File: config.mk
export PLATFORM = sky130hd
export DESIGN_NAME = hostProcMemArb
export DESIGN_NICKNAME = d
export VERILOG_FILES = /design/src/rtl/smArbPkg.sv /design/src/rtl/smArbCtrl.sv /design/src/rtl/smArbDatapath.sv /design/src/rtl/hostProcMemArb.sv
export SDC_FILE = /design/constraint.sdc
export NUM_CORES = 1
export LEC_CHECK = 0
export BUFFER_PORTS_ARGS = -buffer_cell sky130_fd_sc_hd__buf_2
export CAP_MARGIN = 20
export CORE_UTILIZATION = 55
export DETAILED_ROUTE_END_ITERATION = 10
export GPL_TIMING_DRIVEN = 0
export HOLD_SLACK_MARGIN = 0.15
export PLACE_DENSITY = 0.85
export RECOVER_POWER = 25
export SLEW_MARGIN = 20
export SYNTH_ARGS = -nofsm -noshare
export SYNTH_HDL_FRONTEND = slang
export SYNTH_SLANG_ARGS = --single-unit
File: constraint.sdc
create_clock -name clk -period 5.8 [get_ports clk]
set_input_delay 1.16 -clock clk [delete_from_list [all_inputs] [get_ports clk]]
set_output_delay 1.16 -clock clk [all_outputs]
set_load 0.02 [all_outputs]
File: src/rtl/smArbPkg.sv
package smArbPkg;

  // Current or selected owner of the shared memory bus
  typedef enum logic [1:0] {
    OWN_PROC = 2'd0,
    OWN_PW   = 2'd1,
    OWN_RD   = 2'd2
  } ownerE;

  // Strobes from control to datapath
  typedef struct packed {
    logic  capHost;   // latch host address/data at cycle start
    logic  pwLoad;    // load posted-write buffer
    logic  accStart;  // launch a memory access
    ownerE accOwner;  // who the launched access belongs to
    logic  rdDone;    // host read completes, latch its data
  } dpCtrlT;

endpackage

File: src/rtl/smArbCtrl.sv
module smArbCtrl
  import smArbPkg::*;
#(
  parameter int WSW         = 2,
  parameter int SYNC_STAGES = 2
) (
  input  logic           clk,
  input  logic           rstN,
  input  logic           hostIordN,
  input  logic           hostIowrN,
  input  logic           hostRegN,
  input  logic           hostCeN,
  input  logic           procReq,
  input  logic           procToProg,
  input  logic [WSW-1:0] progWs,
  input  logic [WSW-1:0] sramWs,
  output dpCtrlT         ctrl,
  output logic           memReq,
  output logic           memLast,
  output logic           procGnt,
  output logic           procDone,
  output logic           hostWaitN
);

  localparam int NSTB = 2;  // index 0: read strobe, index 1: write strobe

  logic [NSTB-1:0] strobeRaw;
  logic [NSTB-1:0] fallSeen;
  assign strobeRaw = {hostIowrN, hostIordN};

  // Strobe synchronisers with falling-edge detect
  for (genvar g = 0; g < NSTB; g++) begin : gSync
    logic [SYNC_STAGES:0] chain;
    always_ff @(posedge clk or negedge rstN) begin
      if (!rstN) chain <= '1;
      else       chain <= {chain[SYNC_STAGES-1:0], strobeRaw[g]};
    end
    assign fallSeen[g] = !chain[SYNC_STAGES-1] && chain[SYNC_STAGES];
  end

  logic hostSel, rdStart, wrStart;
  assign hostSel = !hostCeN && !hostRegN;
  assign rdStart = fallSeen[0] && hostSel;
  assign wrStart = fallSeen[1] && hostSel;

  // Bus state
  logic           busy;
  ownerE          owner;
  logic [WSW-1:0] cnt;
  logic           lastWasProc;
  logic           pwValid, wrHeld, rdPend;

  logic lastCycle, freeNow;
  logic procEnds, pwEnds, rdEnds;
  assign lastCycle = busy && (cnt == '0);
  assign freeNow   = !busy || lastCycle;
  assign procEnds  = lastCycle && (owner == OWN_PROC);
  assign pwEnds    = lastCycle && (owner == OWN_PW);
  assign rdEnds    = lastCycle && (owner == OWN_RD);

  // A requester whose access is ending this cycle is not regranted at once
  logic rqProc, rqPw, rqRd;
  assign rqProc = procReq && !procEnds;
  assign rqPw   = pwValid && !pwEnds;
  assign rqRd   = rdPend  && !rdEnds;

  ownerE          win;
  logic           haveWin;
  logic [WSW-1:0] wsNext;

  always_comb begin
    win     = OWN_PROC;
    haveWin = 1'b1;
    if (lastWasProc) begin
      if (rqPw)        win = OWN_PW;
      else if (rqRd)   win = OWN_RD;
      else if (rqProc) win = OWN_PROC;
      else             haveWin = 1'b0;
    end else begin
      if (rqProc)      win = OWN_PROC;
      else if (rqPw)   win = OWN_PW;
      else if (rqRd)   win = OWN_RD;
      else             haveWin = 1'b0;
    end
    wsNext = ((win == OWN_PROC) && procToProg) ? progWs : sramWs;
  end

  always_ff @(posedge clk or negedge rstN) begin
    if (!rstN) begin
      busy        <= 1'b0;
      owner       <= OWN_PROC;
      cnt         <= '0;
      lastWasProc <= 1'b0;
    end else if (freeNow) begin
      if (haveWin) begin
        busy        <= 1'b1;
        owner       <= win;
        cnt         <= wsNext;
        lastWasProc <= (win == OWN_PROC);
      end else begin
        busy <= 1'b0;
      end
    end else begin
      cnt <= cnt - 1'b1;
    end
  end

  // Host-side bookkeeping of posted write, held write and waiting read
  logic acceptNow;
  assign acceptNow = wrStart && (!pwValid || pwEnds);

  always_ff @(posedge clk or negedge rstN) begin
    if (!rstN) begin
      pwValid <= 1'b0;
      wrHeld  <= 1'b0;
      rdPend  <= 1'b0;
    end else begin
      if (acceptNow || (wrHeld && pwEnds)) pwValid <= 1'b1;
      else if (pwEnds)                     pwValid <= 1'b0;

      if (wrStart && pwValid && !pwEnds) wrHeld <= 1'b1;
      else if (pwEnds)                   wrHeld <= 1'b0;

      if (rdStart)     rdPend <= 1'b1;
      else if (rdEnds) rdPend <= 1'b0;
    end
  end

  always_comb begin
    ctrl.capHost  = rdStart || wrStart;
    ctrl.pwLoad   = acceptNow || (wrHeld && pwEnds);
    ctrl.accStart = freeNow && haveWin;
    ctrl.accOwner = win;
    ctrl.rdDone   = rdEnds;
  end

  assign memReq    = busy;
  assign memLast   = lastCycle;
  assign procGnt   = busy && (owner == OWN_PROC);
  assign procDone  = procEnds;
  assign hostWaitN = !(rdPend || wrHeld);


  wsCount_chk: assert property (@(posedge clk) disable iff (!rstN)
    (busy && cnt != '0) |=> (busy && $stable(owner) && cnt == $past(cnt) - 1'b1));


  pwAfterProc_chk: assert property (@(posedge clk) disable iff (!rstN)
    (procEnds && pwValid) |=> (busy && owner == OWN_PW));


  procAfterPw_chk: assert property (@(posedge clk) disable iff (!rstN)
    (pwEnds && procReq) |=> (busy && owner == OWN_PROC));


  waitRelease_chk: assert property (@(posedge clk) disable iff (!rstN)
    $rose(hostWaitN) |-> ($past(rdEnds) || $past(wrHeld && pwEnds)));


  heldStays_chk: assert property (@(posedge clk) disable iff (!rstN)
    (wrHeld && !pwEnds) |=> (wrHeld && !hostWaitN));

endmodule

File: src/rtl/smArbDatapath.sv
module smArbDatapath
  import smArbPkg::*;
#(
  parameter int AW = 8,
  parameter int DW = 16
) (
  input  logic          clk,
  input  logic          rstN,
  input  dpCtrlT        ctrl,
  input  logic          hostIordN,
  input  logic          hostRegN,
  input  logic          hostCeN,
  input  logic [AW-1:0] hostAddr,
  input  logic [DW-1:0] hostWdata,
  input  logic          procWe,
  input  logic          procToProg,
  input  logic [AW-1:0] procAddr,
  input  logic [DW-1:0] procWdata,
  input  logic [DW-1:0] memRdata,
  output logic [AW-1:0] memAddr,
  output logic          memWe,
  output logic          memSelProg,
  output logic [DW-1:0] memWdata,
  output logic [DW-1:0] procRdata,
  output logic [DW-1:0] hostRdata,
  output logic          hostRdataOe,
  output logic          hostInpackN
);

  logic [AW-1:0] capAddr, pwAddr;
  logic [DW-1:0] capData, pwData, rdQ;
  logic [AW-1:0] wrSrcAddr;
  logic [DW-1:0] wrSrcData;

  // A write accepted on its start edge comes from the pins, a held one from capture
  assign wrSrcAddr = ctrl.capHost ? hostAddr  : capAddr;
  assign wrSrcData = ctrl.capHost ? hostWdata : capData;

  always_ff @(posedge clk or negedge rstN) begin
    if (!rstN) begin
      capAddr <= '0;
      capData <= '0;
      pwAddr  <= '0;
      pwData  <= '0;
      rdQ     <= '0;
    end else begin
      if (ctrl.capHost) begin
        capAddr <= hostAddr;
        capData <= hostWdata;
      end
      if (ctrl.pwLoad) begin
        pwAddr <= wrSrcAddr;
        pwData <= wrSrcData;
      end
      if (ctrl.rdDone) rdQ <= memRdata;
    end
  end

  // Memory command register, loaded when an access launches
  always_ff @(posedge clk or negedge rstN) begin
    if (!rstN) begin
      memAddr    <= '0;
      memWe      <= 1'b0;
      memSelProg <= 1'b0;
      memWdata   <= '0;
    end else if (ctrl.accStart) begin
      unique case (ctrl.accOwner)
        OWN_PROC: begin
          memAddr    <= procAddr;
          memWe      <= procWe;
          memSelProg <= procToProg;
          memWdata   <= procWdata;
        end
        OWN_PW: begin
          memAddr    <= pwAddr;
          memWe      <= 1'b1;
          memSelProg <= 1'b0;
          memWdata   <= pwData;
        end
        default: begin
          memAddr    <= capAddr;
          memWe      <= 1'b0;
          memSelProg <= 1'b0;
          memWdata   <= '0;
        end
      endcase
    end
  end

  assign procRdata   = memRdata;
  assign hostInpackN = hostIordN || hostRegN || hostCeN;
  assign hostRdataOe = !hostInpackN;
  assign hostRdata   = hostRdataOe ? rdQ : '0;


  pwWrite_chk: assert property (@(posedge clk) disable iff (!rstN)
    (ctrl.accStart && ctrl.accOwner == OWN_PW) |=> (memWe && !memSelProg));

endmodule

File: src/rtl/hostProcMemArb.sv
module hostProcMemArb
  import smArbPkg::*;
#(
  parameter int AW  = 8,
  parameter int DW  = 16,
  parameter int WSW = 2
) (
  input  logic           clk,
  input  logic           rstN,
  input  logic [WSW-1:0] progWs,
  input  logic [WSW-1:0] sramWs,
  input  logic           hostIordN,
  input  logic           hostIowrN,
  input  logic           hostRegN,
  input  logic           hostCeN,
  input  logic [AW-1:0]  hostAddr,
  input  logic [DW-1:0]  hostWdata,
  output logic [DW-1:0]  hostRdata,
  output logic           hostRdataOe,
  output logic           hostInpackN,
  output logic           hostWaitN,
  input  logic           procReq,
  input  logic           procWe,
  input  logic           procToProg,
  input  logic [AW-1:0]  procAddr,
  input  logic [DW-1:0]  procWdata,
  output logic [DW-1:0]  procRdata,
  output logic           procGnt,
  output logic           procDone,
  output logic           memReq,
  output logic           memLast,
  output logic           memWe,
  output logic           memSelProg,
  output logic [AW-1:0]  memAddr,
  output logic [DW-1:0]  memWdata,
  input  logic [DW-1:0]  memRdata
);

  dpCtrlT ctrl;

  smArbCtrl #(.WSW(WSW), .SYNC_STAGES(2)) u_ctrl (
    .clk        (clk),
    .rstN       (rstN),
    .hostIordN  (hostIordN),
    .hostIowrN  (hostIowrN),
    .hostRegN   (hostRegN),
    .hostCeN    (hostCeN),
    .procReq    (procReq),
    .procToProg (procToProg),
    .progWs     (progWs),
    .sramWs     (sramWs),
    .ctrl       (ctrl),
    .memReq     (memReq),
    .memLast    (memLast),
    .procGnt    (procGnt),
    .procDone   (procDone),
    .hostWaitN  (hostWaitN)
  );

  smArbDatapath #(.AW(AW), .DW(DW)) u_dp (
    .clk         (clk),
    .rstN        (rstN),
    .ctrl        (ctrl),
    .hostIordN   (hostIordN),
    .hostRegN    (hostRegN),
    .hostCeN     (hostCeN),
    .hostAddr    (hostAddr),
    .hostWdata   (hostWdata),
    .procWe      (procWe),
    .procToProg  (procToProg),
    .procAddr    (procAddr),
    .procWdata   (procWdata),
    .memRdata    (memRdata),
    .memAddr     (memAddr),
    .memWe       (memWe),
    .memSelProg  (memSelProg),
    .memWdata    (memWdata),
    .procRdata   (procRdata),
    .hostRdata   (hostRdata),
    .hostRdataOe (hostRdataOe),
    .hostInpackN (hostInpackN)
  );

endmodule

==> metrics.cfg <==
[outcome]
status = finished, violations left
violations = max-capacitance violations, max-slew violations

[sta]
period_share_pct = 64.4
slew_viol_final = 108
rsz0062_at_grt = false
fin_ws_ns = 2.06
max_freq_mhz = 268
report.final.hold_viol_count = 0
relSlewSlack_pct = -22.0
tns_ns = 0
setup_viol = 0
worst_pin_slew_ns = 1.83
layout_min_cycle_time_ns = 3.74
clock_skew_ns = 0.00618

[yosys]
ys_types = 42
synth_edf_count = 0
synthTopCellsByArea = dfrtp_1 53%, mux2_2 16%, dfstp_2 3.4%, buf_4 2.9%, nand2_1 2.7%
ys_seq_area_share_pct = 56.7
yosysMostFrequentCell = dfrtp_1
synthesis.area_sq_um = 4650
syn-num-nets = 446
syn_inst = 368
syn_avg_cell_area_sq_um = 12.6
synthArstFlopShare_pct = 100
yosysTopAreaCellShare_pct = 53.3
yosysWarningCount = 0
synth_top_area_cell = dfrtp_1
ys_seq_elements = 105
synth_common_cells = 99 x dfrtp_1, 66 x mux2_2, 34 x nand2_1, 19 x o21ai_0
synth_ff_type = dfrtp_1

[place]
io_buffers = 141
place_ws_ns = 2.12
gp_congestion = 0.836
dp_hpwl_mm = 7.60
dpl_cell_area_sq_um = 5520

[worst_setup_path]
reg2reg_from = u_ctrl.cnt[0]$_DFFE_PN0P_
slowest_delay_ns = 1.41
worst_setup_path_end_kind = asynchronous set/reset pin
reg2reg_to = u_dp.memAddr[7]$_DFFE_PN0P_
path_cells = clkbuf_1 -> clkbuf_2
critPathRequiredTime_ns = 5.97
cp_slowest_cell = clkbuf_2
arrival_ns = 3.91
cp_top_family = buffers and inverters
r2r_slack_ns = 3.46
start_kind = input pin
reg2reg_depth = 8
critical_path.max_fanout = 71
critical_path_class = input pin to asynchronous set/reset pin
crit_buf_inv = 2

[detailed_routing]
wire_per_inst_um = 16.1
first_pass_iters = 4
vias = 3444
drtAntennaViolNets = 0
routed_wl_mm = 10.2
vias_per_cell = 5.46
drc = 0
drtIter0Drc = 149

[finish]
drive_above_1_share_pct = 50.8
fill_cells = 623
fin_nets = 599
syn2layout_area_growth_pct = 22.6
antenna_cells = 0
final_area_sq_um = 5700

[worst_hold_path]
hold_path.class = flop to flop
min_to = u_ctrl.gSync[0].chain[1]$_DFF_PN1_
hold_depth = 0
hold_start = u_ctrl.gSync[0].chain[0]$_DFF_PN1_

[clocking]
cts_root_buffer = clkbuf_8
cts_tree = done
numCtsBuffers = 9
postCtsSetupBuffers = 0
cts.sinks = 105
clk_pin_slew_ns = 0.08
cts_resized = 0
htreeDepth = 3
holdBufCountCts = 0
cts.path.max_buffers = 2
clock_latency_ns = 0.36

[global_routing]
grt-ovfl-total = 0
grt_antenna_before_repair = 0
grt_pass1_vias = 3481
grt_pass1_wl_mm = 16.2
grt_max_degree = 72
grtUsageTotal_pct = 24.4

[pwr]
power.leakage_nw = 2.85
ir_drop_v = 0.000232
power_density_nw_per_um2 = 502

[run]
cap_violations = 2

[floorplan]
die_width_um = 93.9
io-pin-count = 142
num_rows = 33
fp.coreArea_sq_um = 8220
start_util_pct = 56.6
die_h_um = 93.9
die-area_sq_um = 8820

-- through the flow --
stage / total power [mW] / instances / utilization, % / hold slack, ns
floorplan: 2.03 / 368 / - / 0.345
global placement: 2.34 / 614 / 66.7 / 0.347
detailed placement: 2.41 / 615 / 67.2 / 0.348
CTS: 2.88 / 631 / 69.7 / 0.365
global route: 3.04 / 631 / 69.3 / 0.371
finish: 2.86 / 631 / 69.3 / 0.363
-- cells by family after synthesis --
logic type	count (synthesis)	synth area share (%)
flops	105	56.7
compound gates	77	12.3
simple gates	74	8.54
mux	68	16.4
buf+inv	43	5.76
fa+ha+maj	1	0.269
-- layout make-up --
cell class              count  area (sq um)  share of cell area [%]
flip-flops and latches    105          2640                    46.2
plain buffers              36           241                    4.24
repair buffers            142           709                    12.5
well taps                 105           131                    2.31
clock buffers              10           128                    2.24
clock inverters             6          82.6                    1.45
multi-input cells         220          1740                    30.6
inverters                   7          26.3                   0.461
-- placed cells by master (no fill, tap or decap), drive strengths merged, types with 3 or more instances in the layout --
cell type	Yosys	routed
a21o	9	9
a21oi	3	3
a221oi	9	9
a22oi	17	17
and2	18	18
buf	34	174
clkbuf	2	14
clkinv	0	3
dfrtp	99	99
dfstp	6	6
inv	7	7
mux2	66	66
nand2	34	34
nor2	6	6
nor2b	5	5
o21ai	21	21
o32ai	8	8
-- registers in the layout (all words and copies together) (netlist names), 2 cells and up --
register / flops
u_dp.memAddr: 8
u_ctrl.cnt: 2
u_dp.pwAddr: 8
u_dp.capAddr: 8
u_ctrl.owner: 2
u_dp.memWdata: 16
u_dp.pwData: 16
u_dp.capData: 16
u_ctrl.gSync.chain: 6
u_dp.rdQ: 16
-- layer usage --
metal | GRT usage, % | wire length (um) | up-vias | part of all wire (%)
met3 | 6.39 | 536 | 17 | 5.3
met5 | 0 | 0 | - | 0
li1 | - | - | 1604 | -
met2 | 42.0 | 5280 | 117 | 52
met4 | 7.95 | 207 | 0 | 2.0
met1 | 29.8 | 4130 | 1706 | 41
-- worst max-delay path by stage --
| stage | start | to | slack [ns] | cells past startpoint |
|---|---|---|---|---|
| 2_1_floorplan | hostRegN | hostRdata[10] | 2.39 | 3 |
| 3_3_place_gp | hostRegN | hostRdata[10] | 2.18 | 5 |
| 3_5_place_dp | hostRegN | hostRdata[13] | 2.12 | 5 |
| 4_1_cts | hostRegN | hostRdata[13] | 2.12 | 5 |
| 5_1_grt | rstN | u_dp.memWdata[3]$_DFFE_PN0P_ | 1.40 | 2 |
| 6_report | rstN | u_dp.rdQ[6]$_DFFE_PN0P_ | 2.06 | 2 |
-- power breakdown --
| part | total [mW] | leakage [nW] | switching [mW] | internal [mW] |
|---|---|---|---|---|
| Combinational | 1.24 | 1.47 | 0.694 | 0.544 |
| Sequential | 1.15 | 1.27 | 0.143 | 1.01 |
| Clock | 0.472 | 0.106 | 0.231 | 0.241 |
Power figures use the tool's default switching activity.
